<file path="config.mk">
export PLATFORM = sky130hd
export DESIGN_NAME = ctx_stack_seq
export DESIGN_NICKNAME = d
export VERILOG_FILES = /design/src/rtl/ctx_stack_pkg.sv /design/src/rtl/ctx_seq_ctrl.sv /design/src/rtl/ctx_sp_unit.sv /design/src/rtl/ctx_reg_file.sv /design/src/rtl/ctx_stack_seq.sv
export SDC_FILE = /design/constraint.sdc
export NUM_CORES = 1
export LEC_CHECK = 0
export ABC_AREA = 1
export BUFFER_PORTS_ARGS = -buffer_cell sky130_fd_sc_hd__buf_2
export CAP_MARGIN = 10
export CORE_MARGIN = 3
export CORE_UTILIZATION = 52
export CTS_CLUSTER_DIAMETER = 30
export CTS_CLUSTER_SIZE = 10
export DETAILED_ROUTE_END_ITERATION = 7
export GPL_TIMING_DRIVEN = 0
export PLACE_DENSITY_LB_ADDON = 0.25
export SLEW_MARGIN = 30
export SYNTH_ARGS = -nofsm -noshare
export SYNTH_HDL_FRONTEND = slang
export SYNTH_HIERARCHICAL = 1
export SYNTH_SLANG_ARGS = --single-unit
</file>
<file path="constraint.sdc">
create_clock -name clk -period 3.43 [get_ports clk]
set_input_delay 0.343 -clock clk [delete_from_list [all_inputs] [get_ports clk]]
set_output_delay 0.343 -clock clk [all_outputs]
set_load 0.05 [all_outputs]
</file>
<file path="src/rtl/ctx_stack_pkg.sv">
package ctx_stack_pkg;

  localparam int BYTE_W   = 8;
  localparam int SLOTS    = 9;
  localparam int SLOT_W   = $clog2(SLOTS);
  localparam int CCR_SLOT = SLOTS - 1;
  localparam int IMASK_BIT = 4;

  typedef enum logic [1:0] {
    OP_INT_ENTER  = 2'b00,
    OP_INT_RETURN = 2'b01,
    OP_CALL       = 2'b10,
    OP_RETURN     = 2'b11
  } stack_op_e;

  // Index of the final slot touched by an operation
  function automatic logic [SLOT_W-1:0] op_last_slot(input stack_op_e op);
    if (op == OP_INT_ENTER || op == OP_INT_RETURN)
      return SLOT_W'(SLOTS - 1);
    return SLOT_W'(1);
  endfunction

  function automatic logic op_is_pull(input stack_op_e op);
    return (op == OP_INT_RETURN) || (op == OP_RETURN);
  endfunction

  // Pushes walk slots upward; pulls walk them downward from the last one
  function automatic logic [SLOT_W-1:0] slot_for_step(input logic [SLOT_W-1:0] step,
                                                      input logic [SLOT_W-1:0] last,
                                                      input logic pull);
    return pull ? (last - step) : step;
  endfunction

  function automatic logic [15:0] sp_after(input logic [15:0] sp, input logic pull);
    return pull ? (sp + 16'd1) : (sp - 16'd1);
  endfunction

endpackage

</file>
<file path="src/rtl/ctx_seq_ctrl.sv">
module ctx_seq_ctrl
  import ctx_stack_pkg::*;
(
  input  logic              clk,
  input  logic              rst_n,
  input  logic              cmd_valid,
  input  logic [1:0]        cmd_op,
  output logic              accept,
  output logic              busy,
  output logic              done,
  output logic              pull,
  output logic              xfer,
  output logic              xfer_last,
  output logic              entry_finish,
  output logic [SLOT_W-1:0] slot
);

  logic              busy_q, done_q, pull_q;
  logic [SLOT_W-1:0] step_q, last_q;
  stack_op_e         op_q;
  stack_op_e         op_in;

  assign op_in  = stack_op_e'(cmd_op);
  assign accept = cmd_valid && !busy_q;

  always_ff @(posedge clk or negedge rst_n) begin
    if (!rst_n) begin
      busy_q <= 1'b0;
      done_q <= 1'b0;
      pull_q <= 1'b0;
      step_q <= '0;
      last_q <= '0;
      op_q   <= OP_INT_ENTER;
    end else begin
      done_q <= 1'b0;
      if (accept) begin
        busy_q <= 1'b1;
        step_q <= '0;
        last_q <= op_last_slot(op_in);
        pull_q <= op_is_pull(op_in);
        op_q   <= op_in;
      end else if (busy_q) begin
        if (step_q == last_q) begin
          busy_q <= 1'b0;
          done_q <= 1'b1;
        end else begin
          step_q <= step_q + 1'b1;
        end
      end
    end
  end

  assign busy         = busy_q;
  assign done         = done_q;
  assign pull         = pull_q;
  assign xfer         = busy_q;
  assign xfer_last    = busy_q && (step_q == last_q);
  assign entry_finish = xfer_last && (op_q == OP_INT_ENTER);
  assign slot         = slot_for_step(step_q, last_q, pull_q);

endmodule

</file>
<file path="src/rtl/ctx_sp_unit.sv">
module ctx_sp_unit #(
  parameter int ADDR_W = 16
) (
  input  logic              clk,
  input  logic              rst_n,
  input  logic              accept,
  input  logic [ADDR_W-1:0] sp_in,
  input  logic              xfer,
  input  logic              pull,
  output logic [ADDR_W-1:0] sp_q,
  output logic [ADDR_W-1:0] addr
);
  import ctx_stack_pkg::*;

  logic [ADDR_W-1:0] sp_inc;
  assign sp_inc = sp_q + ADDR_W'(1);

  // Push uses the free slot at SP; pull uses the byte above it
  assign addr = pull ? sp_inc : sp_q;

  always_ff @(posedge clk or negedge rst_n) begin
    if (!rst_n)
      sp_q <= '0;
    else if (accept)
      sp_q <= sp_in;
    else if (xfer)
      sp_q <= pull ? sp_inc : (sp_q - ADDR_W'(1));
  end

endmodule

</file>
<file path="src/rtl/ctx_reg_file.sv">
module ctx_reg_file
  import ctx_stack_pkg::*;
(
  input  logic              clk,
  input  logic              rst_n,
  input  logic              accept,
  input  logic [15:0]       pc_in,
  input  logic [15:0]       ix_in,
  input  logic [15:0]       iy_in,
  input  logic [7:0]        acca_in,
  input  logic [7:0]        accb_in,
  input  logic [7:0]        ccr_in,
  input  logic              wr_en,
  input  logic [SLOT_W-1:0] slot,
  input  logic [7:0]        wr_data,
  input  logic              set_imask,
  output logic [7:0]        rd_byte,
  output logic [15:0]       pc_out,
  output logic [15:0]       ix_out,
  output logic [15:0]       iy_out,
  output logic [7:0]        acca_out,
  output logic [7:0]        accb_out,
  output logic [7:0]        ccr_out
);

  logic [BYTE_W-1:0] load_v [SLOTS];
  logic [BYTE_W-1:0] ctx_q  [SLOTS];

  // Slot numbering follows the push order
  assign load_v[0] = pc_in[7:0];
  assign load_v[1] = pc_in[15:8];
  assign load_v[2] = iy_in[7:0];
  assign load_v[3] = iy_in[15:8];
  assign load_v[4] = ix_in[7:0];
  assign load_v[5] = ix_in[15:8];
  assign load_v[6] = acca_in;
  assign load_v[7] = accb_in;
  assign load_v[8] = ccr_in;

  for (genvar g = 0; g < SLOTS; g++) begin : g_slot
    if (g == CCR_SLOT) begin : g_ccr
      always_ff @(posedge clk or negedge rst_n) begin
        if (!rst_n)
          ctx_q[g] <= '0;
        else if (accept)
          ctx_q[g] <= load_v[g];
        else if (wr_en && slot == SLOT_W'(g))
          ctx_q[g] <= wr_data;
        else if (set_imask)
          ctx_q[g] <= ctx_q[g] | BYTE_W'(1 << IMASK_BIT);
      end
    end else begin : g_plain
      always_ff @(posedge clk or negedge rst_n) begin
        if (!rst_n)
          ctx_q[g] <= '0;
        else if (accept)
          ctx_q[g] <= load_v[g];
        else if (wr_en && slot == SLOT_W'(g))
          ctx_q[g] <= wr_data;
      end
    end
  end

  always_comb begin
    rd_byte = '0;
    for (int k = 0; k < SLOTS; k++)
      if (slot == SLOT_W'(k)) rd_byte = ctx_q[k];
  end

  assign pc_out   = {ctx_q[1], ctx_q[0]};
  assign iy_out   = {ctx_q[3], ctx_q[2]};
  assign ix_out   = {ctx_q[5], ctx_q[4]};
  assign acca_out = ctx_q[6];
  assign accb_out = ctx_q[7];
  assign ccr_out  = ctx_q[8];

endmodule

</file>
<file path="src/rtl/ctx_stack_seq.sv">
module ctx_stack_seq #(
  parameter int ADDR_W = 16
) (
  input  logic              clk,
  input  logic              rst_n,
  input  logic              cmd_valid,
  input  logic [1:0]        cmd_op,
  input  logic [15:0]       pc_in,
  input  logic [15:0]       ix_in,
  input  logic [15:0]       iy_in,
  input  logic [7:0]        acca_in,
  input  logic [7:0]        accb_in,
  input  logic [7:0]        ccr_in,
  input  logic [ADDR_W-1:0] sp_in,
  output logic              mem_we,
  output logic              mem_re,
  output logic [ADDR_W-1:0] mem_addr,
  output logic [7:0]        mem_wdata,
  input  logic [7:0]        mem_rdata,
  output logic              busy,
  output logic              done,
  output logic [15:0]       pc_out,
  output logic [15:0]       ix_out,
  output logic [15:0]       iy_out,
  output logic [7:0]        acca_out,
  output logic [7:0]        accb_out,
  output logic [7:0]        ccr_out,
  output logic [ADDR_W-1:0] sp_out
);
  import ctx_stack_pkg::*;

  logic              accept, pull, xfer, xfer_last, entry_finish;
  logic [SLOT_W-1:0] slot;
  logic [7:0]        rd_byte;
  logic              pull_wr;

  ctx_seq_ctrl u_ctrl (
    .clk          (clk),
    .rst_n        (rst_n),
    .cmd_valid    (cmd_valid),
    .cmd_op       (cmd_op),
    .accept       (accept),
    .busy         (busy),
    .done         (done),
    .pull         (pull),
    .xfer         (xfer),
    .xfer_last    (xfer_last),
    .entry_finish (entry_finish),
    .slot         (slot)
  );

  ctx_sp_unit #(.ADDR_W(ADDR_W)) u_sp (
    .clk    (clk),
    .rst_n  (rst_n),
    .accept (accept),
    .sp_in  (sp_in),
    .xfer   (xfer),
    .pull   (pull),
    .sp_q   (sp_out),
    .addr   (mem_addr)
  );

  assign pull_wr = xfer && pull;

  ctx_reg_file u_regs (
    .clk       (clk),
    .rst_n     (rst_n),
    .accept    (accept),
    .pc_in     (pc_in),
    .ix_in     (ix_in),
    .iy_in     (iy_in),
    .acca_in   (acca_in),
    .accb_in   (accb_in),
    .ccr_in    (ccr_in),
    .wr_en     (pull_wr),
    .slot      (slot),
    .wr_data   (mem_rdata),
    .set_imask (entry_finish),
    .rd_byte   (rd_byte),
    .pc_out    (pc_out),
    .ix_out    (ix_out),
    .iy_out    (iy_out),
    .acca_out  (acca_out),
    .accb_out  (accb_out),
    .ccr_out   (ccr_out)
  );

  assign mem_we    = xfer && !pull;
  assign mem_re    = pull_wr;
  assign mem_wdata = mem_we ? rd_byte : 8'h00;

endmodule

</file>
==> results of run 1 <==
layout by cell type, fill, tap and decap left out, types with 7 or more instances in the layout:
master	count
clkbuf_16	9
nand4_1	15
o21ai_0	33
nand3_1	82
clkbuf_1	8
nand2_2	20
a21oi_1	63
o21ai_2	23
a22oi_1	20
inv_1	65
dfrtp_1	98
buf_6	16
buf_4	17
a31oi_1	7
nor2_2	10
nor2_1	70
nand2_4	10
nand2_1	246
nor2_4	11
buf_2	219
inv_2	22
o21ai_1	35
how the worst max path moves through the flow:
stage | slack, ps | from | cells after the start | to
floorplan | 310 | u_ctrl/step_q[0] | 13 | mem_wdata[0]
global placement | 210 | u_ctrl/step_q[0] | 14 | mem_wdata[0]
detailed placement | 150 | u_ctrl/step_q[0] | 14 | mem_wdata[0]
CTS | 1 | u_ctrl/step_q[0] | 17 | mem_wdata[0]
global route | -60 | u_ctrl/step_q[0] | 17 | mem_wdata[1]
finish | 10 | u_ctrl/step_q[0] | 17 | mem_wdata[3]
layout make-up:
type | instances | share of cell area
Multi-Input combinational cell | 675 | 0.414
Sequential cell | 99 | 0.296
Inverter | 93 | 0.0434
Clock buffer | 11 | 0.0290
Timing Repair Buffer | 229 | 0.149
Antenna cell | 2 | 0.000597
Clock inverter | 5 | 0.00418
Tap cell | 168 | 0.0251
Buffer | 40 | 0.0391
state kept, by name, summed over array words and instances (netlist names):
signal,count
u_ctrl/pull,1
u_regs/acca_out,8
u_regs/accb_out,8
u_regs/iy_out,16
u_ctrl/busy,1
u_ctrl/step_q,4
u_sp/sp_q,16
u_regs/ix_out,16
u_ctrl/done,1
u_ctrl/op_q,2
u_regs/ccr_out,8
u_ctrl/last_q,2
u_regs/pc_out,16
per-layer routing:
layer / vias up / GRT usage
met5: - / 0
met4: 0 / 0.140
met3: 68 / 0.0665
met2: 362 / 0.540
met1: 3424 / 0.397
li1: 3465 / -
tightest hold or removal path, stage by stage:
cell and delay (ps):
buf_2 80, nand2_1 40, o221ai_1 60
timing repair:
action	4_1_cts	5_1_grt
setup endpoints to repair	8	8
hold endpoints to repair	48	0
pin swaps	1	3
hold buffers	1	0
setup buffers	2	9
resized for setup	10	19
metrics by stage:
stage	std cells	TNS [ps]	setup WS, ps
floorplan	907	0	314
global placement	1291	0	211
detailed placement	1292	0	148
CTS	1311	0	1.03
global route	1321	-273	-59.0
finish	1322	0	13.4
==> impl_metrics.csv, run 1 <==
group,metric,value,unit
clocking,cts_buffers,9,
final_layout,fin_area,8380,sq um
grt,antenna_found_initial,1,
clocking,clk_latency,350,ps
final_layout,fin_util,0.687,
die,initial_core_util,0.541,
clocking,clk_transition_reported_paths,70,ps
drt,wl_per_cell,17.4,microns
final_layout,area_growth,27.0,%
run,max_cap_violations,0,
yosys,syn_area,6600,sq um
final_layout,final_nets,1253,
drt,wl_met3,2020,microns
min_path,min_from,"sp_in[1]",
setup_path,r2r-end,"u_regs/pc_out[12]",
grt,grt.total_usage,0.321,
setup_path,reg2reg_setup_slack,740,ps
drt,wl_met2,11200,microns
drt,drt.antenna.violating_nets,0,
die,std_cell_rows,40,
setup_path,cp_top_family,"simple AND/OR/NAND/NOR gates",
drt,top_layer,"met4",
drt,drt_pass1_iterations,6,
final_layout,multi_input_area,3470,sq um
placement,portBuffers,216,
timing,setup_viol,0,
yosys,ys_warn_count,6,
timing,finalCritPeriodShare,0.996,
timing,fin_skew,6.53,ps
final_layout,regArea,2480,sq um
yosys,syn_inst,907,
min_path,hold_path.class,"in2reg",
drt,wl_met1,8820,microns
setup_path,cpMostUsedCell,"nand3_1",
timing,slew_viol_final,0,
setup_path,path_cells,"ha_1, inv_1, nand3_1, nand3_1, nand3_1, o21ai_1, nor2_4, buf_6, nand3_1, nand3_1, nor2_1, nand4_1, nand2_1, nand2_1, inv_1, nor2_1, buf_6",
setup_path,slowest_stage,"dfrtp_2",
timing,max_freq,293,MHz
final_layout,drive_gt1_frac,0.339,
die,die_y,119,microns
run_status,status,"complete, no violations",
die,die-area,14100,sq um
clocking,root_buffer,"clkbuf_16",
setup_path,endpoint_kind,"output port",
grt,grt_pass1_vias,6934,
placement,place_congestion,0.965,
drt,num_vias,7319,
drt,drc_errors,0,
placement,dp_hpwl,17200,microns
drt,vias_per_cell,5.54,
setup_path,slowest_delay,440,ps
yosys,synth_nets,1013,
timing,worst_pin_slew,688,ps
final_layout,n_fill_cell,1128,
setup_path,worst-setup-path-type,"reg2out",
clocking,cts_sinks,99,
clocking,clockBufferDepth,2,
clocking,htreeDepth,3,
die,die_w,119,microns
timing,final-hold-violation-count,0,
placement,dpl_cell_area,7930,sq um
timing,whs,208,ps
setup_path,ff2ff_path_depth,16,
timing,slew_headroom,0.542,
min_path,hold_path_depth,3,
setup_path,critPathBufInv,4,
grt,grt_max_degree,52,
yosys,syn_avg_cell_area,7.28,sq um
setup_path,rr_startpoint,"u_ctrl/step_q[0]",
setup_path,critPathMaxFanout,10,
timing,fin_crit,3420,ps
die,ios,217,
min_path,min_to,"u_sp/sp_q[1]",
drt,wl,23100,microns
grt,grt_overflow,0,
grt,grt_pass1_wl,36000,microns
setup_path,crit_arrival,3070,ps
setup_path,cp.required,3090,ps
setup_path,cp-start-kind,"register",
die,core,12200,sq um
drt,drt-initial-drc-count,671,
clocking,cts_tree,"yes",
Power of run 1 is not shown: default switching activity piles up to over one toggle a cycle in this logic, so the estimate is an artifact.
==> inputs of run 2 (changes only) <==
Settings changed: CORE_UTILIZATION 52 to 53, CTS_BUF_LIST from default to sky130_fd_sc_hd__clkbuf_8.
==> impl_metrics.csv, run 2 (synthesis results as in run 1) <==
group,metric,value,unit
run_status,status,"complete, no violations",
drt,drt_pass1_iterations,6,
die,die_w,118,microns
clocking,root_buffer,"clkbuf_8",
grt,antenna_found_initial,0,
grt,grt_pass1_wl,35900,microns
final_layout,layout_common_cells,"nand2_1, buf_2, dfrtp_1",
setup_path,endpoint_kind,"output port",
timing,fin_skew,13.3,ps
run,max_cap_violations,0,
die,die_y,118,microns
setup_path,rr_startpoint,"u_ctrl/step_q[0]",
drt,drt.antenna.violating_nets,0,
timing,max_freq,309,MHz
setup_path,critPathMaxFanout,10,
placement,dp.cells,1292,
timing,slew_viol_final,0,
drt,drt-initial-drc-count,626,
final_layout,final_nets,1248,
min_path,min_to,"u_sp/sp_q[1]",
min_path,hold_path.class,"in2reg",
final_layout,fin_util,0.687,
final_layout,layoutNonFillerInstCount,1316,
die,core,12100,sq um
setup_path,crit_arrival,2900,ps
die,initial_core_util,0.545,
clocking,clockBufferDepth,2,
placement,dpl_cell_area,7930,sq um
setup_path,worst-setup-path-type,"reg2out",
timing,setup_viol,0,
drt,num_vias,7262,
timing,whs,172,ps
timing,final-hold-violation-count,0,
grt,grt_overflow,0,
final_layout,layout_commonest_cell,"nand2_1",
clocking,cts_tree,"yes",
timing,rsz0062_at_grt,"true",
setup_path,r2r-end,"u_regs/pc_out[3]",
grt,grt_max_degree,58,
placement,portBuffers,216,
setup_path,cp.required,3090,ps
min_path,hold_path_depth,3,
setup_path,reg2reg_setup_slack,1030,ps
die,die-area,13800,sq um
drt,wl,22700,microns
setup_path,cp-start-kind,"register",
clocking,clk_latency,390,ps
timing,fin_crit,3240,ps
grt,grt.total_usage,0.325,
final_layout,drive_gt1_frac,0.338,
min_path,min_from,"sp_in[1]",
clocking,cts_sinks,99,
placement,dp_hpwl,16900,microns
clocking,cts_buffers,9,
clocking,htreeDepth,3,
timing,worst_pin_slew,659,ps
drt,vias_per_cell,5.52,
final_layout,area_growth,26.0,%
die,std_cell_rows,40,
setup_path,ff2ff_path_depth,14,
final_layout,fin_area,8320,sq um
grt,grt_pass1_vias,6851,
drt,wl_per_cell,17.3,microns
die,ios,217,
drt,drc_errors,0,
timing,slew_headroom,0.561,
placement,place_congestion,0.992,
timing,finalCritPeriodShare,0.945,
clocking,clk_transition_reported_paths,100,ps
==> run 2: per-stage QoR <==
step / setup slack (ps) / setup TNS (ps)
after floorplan: 314 / 0
after global placement: 222 / 0
after detailed placement: 168 / 0
after CTS: 9.44 / 0
after global routing: -21.5 / -28.9
final: 189 / 0
==> run 2: area by class of cell <==
cell class	instances	area [sq um]
repair buffers	223	1210
diodes	1	2.50
fillers	1094	3790
clock inverters	5	82.6
flip-flops and latches	99	2480
well taps	168	210
multi-input cells	676	3490
inverters	93	364
plain buffers	40	328
clock buffers	11	151
==> run 2: worst max-delay path by stage <==
stage	to	cells past startpoint	from
after floorplan	mem_wdata[0]	13	u_ctrl/step_q[0]
after global placement	mem_wdata[0]	14	u_ctrl/step_q[0]
after detailed placement	mem_wdata[0]	14	u_ctrl/step_q[0]
after CTS	mem_wdata[3]	16	u_ctrl/step_q[0]
after global routing	mem_wdata[6]	16	u_ctrl/step_q[0]
final	mem_wdata[0]	17	u_ctrl/step_q[0]
==> run 2: repair_timing <==
| action | in CTS | in global routing |
|---|---|---|
| hold buffers | 1 | 0 |
| pin swaps | 1 | 1 |
| gates cloned | 0 | 2 |
| buffers inserted | 1 | 3 |
| hold endpoints to repair | 42 | 0 |
| endpoints found under the setup margin | 8 | 8 |
| resized for setup | 10 | 26 |
==> run 2: critical path, cell delays in order, from the launching register on <==
cell	delay [ps]
dfrtp_2	440
ha_1	180
inv_1	60
ha_1	170
nor2_1	120
xor2_1	190
inv_2	110
nor2_4	210
buf_6	170
nand3_1	70
nand2_1	120
nor2_1	50
nand4_1	110
nand2_1	70
nand3_1	70
inv_1	50
nor2_2	140
buf_6	180
==> run 2: routing by layer <==
metal | up-vias | part of all wire | GRT usage
li1 | 3449 | - | -
met1 | 3345 | 0.38 | 0.419
met2 | 400 | 0.48 | 0.534
met3 | 68 | 0.091 | 0.0505
met4 | 0 | 0.045 | 0.160
met5 | - | 0 | 0
Power of run 2 is left out for the same reason.
==> inputs of run 3 (changes only) <==
Settings changed: PLACE_DENSITY from default to 0.83, PLACE_DENSITY_LB_ADDON 0.25 to default.
==> impl_metrics.csv, run 3 (synthesis results as in run 1) <==
group,metric,value,unit
clocking,clk_transition_reported_paths,110,ps
clocking,root_buffer,"clkbuf_8",
clocking,clockBufferDepth,2,
grt,grt_pass1_vias,6759,
final_layout,drive_gt1_frac,0.339,
die,core,12100,sq um
placement,portBuffers,216,
setup_path,crit_arrival,2880,ps
setup_path,worst-setup-path-type,"reg2out",
final_layout,layoutNonFillerInstCount,1317,
drt,drt_pass1_iterations,5,
grt,grt_max_degree,57,
drt,num_vias,7210,
timing,max_freq,311,MHz
final_layout,final_nets,1250,
placement,dp.cells,1292,
die,die_y,118,microns
placement,place_congestion,0.949,
drt,wl_per_cell,16.9,microns
final_layout,layout_commonest_cell,"nand2_1",
grt,grt.total_usage,0.309,
final_layout,area_growth,25.7,%
timing,final-hold-violation-count,0,
setup_path,cp-start-kind,"register",
grt,grt_overflow,0,
setup_path,critPathMaxFanout,10,
setup_path,endpoint_kind,"output port",
final_layout,layout_common_cells,"nand2_1, buf_2, dfrtp_1",
timing,worst_pin_slew,629,ps
drt,drc_errors,0,
min_path,hold_path.class,"in2reg",
drt,drt-initial-drc-count,707,
die,ios,217,
grt,grt_pass1_wl,34400,microns
placement,dp_hpwl,16800,microns
clocking,cts_buffers,9,
setup_path,cp.required,3090,ps
die,die-area,13800,sq um
min_path,hold_path_depth,3,
die,std_cell_rows,40,
clocking,cts_sinks,99,
setup_path,ff2ff_path_depth,14,
timing,rsz0062_at_grt,"true",
clocking,htreeDepth,3,
clocking,cts_tree,"yes",
timing,fin_crit,3220,ps
timing,slew_headroom,0.581,
drt,wl,22200,microns
timing,fin_skew,5.80,ps
timing,finalCritPeriodShare,0.938,
run_status,status,"complete, no violations",
timing,slew_viol_final,0,
timing,setup_viol,0,
drt,vias_per_cell,5.47,
grt,antenna_found_initial,0,
die,die_w,118,microns
final_layout,n_antenna_cell,0,
die,initial_core_util,0.545,
run,max_cap_violations,0,
clocking,clk_latency,380,ps
drt,drt.antenna.violating_nets,0,
run 3: changes by cell type in the layout (fill, tap and decap cells not counted):
cell        previous run  this run
inv_8                  0         1
clkbuf_4               0         3
bufinv_16              2         1
clkinvlp_4             0         1
clkinv_4               1         0
diode_2                1         0
clkbuf_8              16        14
nor2_2                13        12
inv_6                  3         5
nor2_1                68        69
buf_2                219       218
run 3: final timing paths:
check / startpoint / to / slack, ps
worst max-delay path: u_ctrl/step_q[0] / mem_wdata[3] / 210
worst min-delay path: sp_in[8] / u_sp/sp_q[8] / 180
worst max register to register: u_ctrl/step_q[0] / u_regs/ccr_out[5] / 1060
worst min register to register: u_ctrl/op_q[0] / u_ctrl/op_q[0] / 530
max in group asynchronous: rst_n / u_regs/ix_out[1] / 2320
min in group asynchronous: rst_n / u_sp/sp_q[0] / 490
run 3: metrics by stage:
step	setup WS (ps)	setup TNS, ps	cell area, sq um	hold WS (ps)	utilization
2_1_floorplan	314	0	6600	47.4	-
3_3_place_gp	195	0	7900	491	0.652
3_5_place_dp	187	0	7930	347	0.655
4_1_cts	11.2	0	8180	168	0.676
5_1_grt	-5.13	-5.13	8300	195	0.686
6_report	211	0	8300	179	0.686
run 3: per-layer routing:
metal,up-vias,wire (microns),GRT usage
met3,50,1900,0.0572
met2,379,11100,0.545
met4,0,634,0.0938
met5,-,0,0
met1,3339,8600,0.384
li1,3442,-,-
run 3: cell type report:
type	instances	area, sq um
well taps	168	210
plain buffers	40	330
repair buffers	225	1230
multi-input cells	676	3490
fillers	1092	3810
clock inverters	7	80.1
inverters	93	364
flip-flops and latches	99	2480
clock buffers	9	124
run 3: critical path: stages (launching register included):
cell	delay, ps
dfrtp_2	460
ha_1	220
inv_1	80
ha_1	230
nand2_1	80
o21ai_2	110
nor2_2	190
buf_2	250
nand3_1	110
nand3_1	90
nor2_1	70
nand4_1	110
nand2_1	100
nand2_1	70
inv_1	40
nor2_1	120
buf_6	180
run 3: what timing repair did:
| action | in CTS | in global routing |
|---|---|---|
| cloned | 0 | 2 |
| hold endpoints to repair | 55 | 0 |
| setup buffers | 1 | 5 |
| gates resized for setup | 9 | 26 |
| pin swaps | 2 | 1 |
| setup endpoints to repair | 8 | 8 |
| hold buffers | 1 | 0 |
Power of run 3 is left out for the same reason.
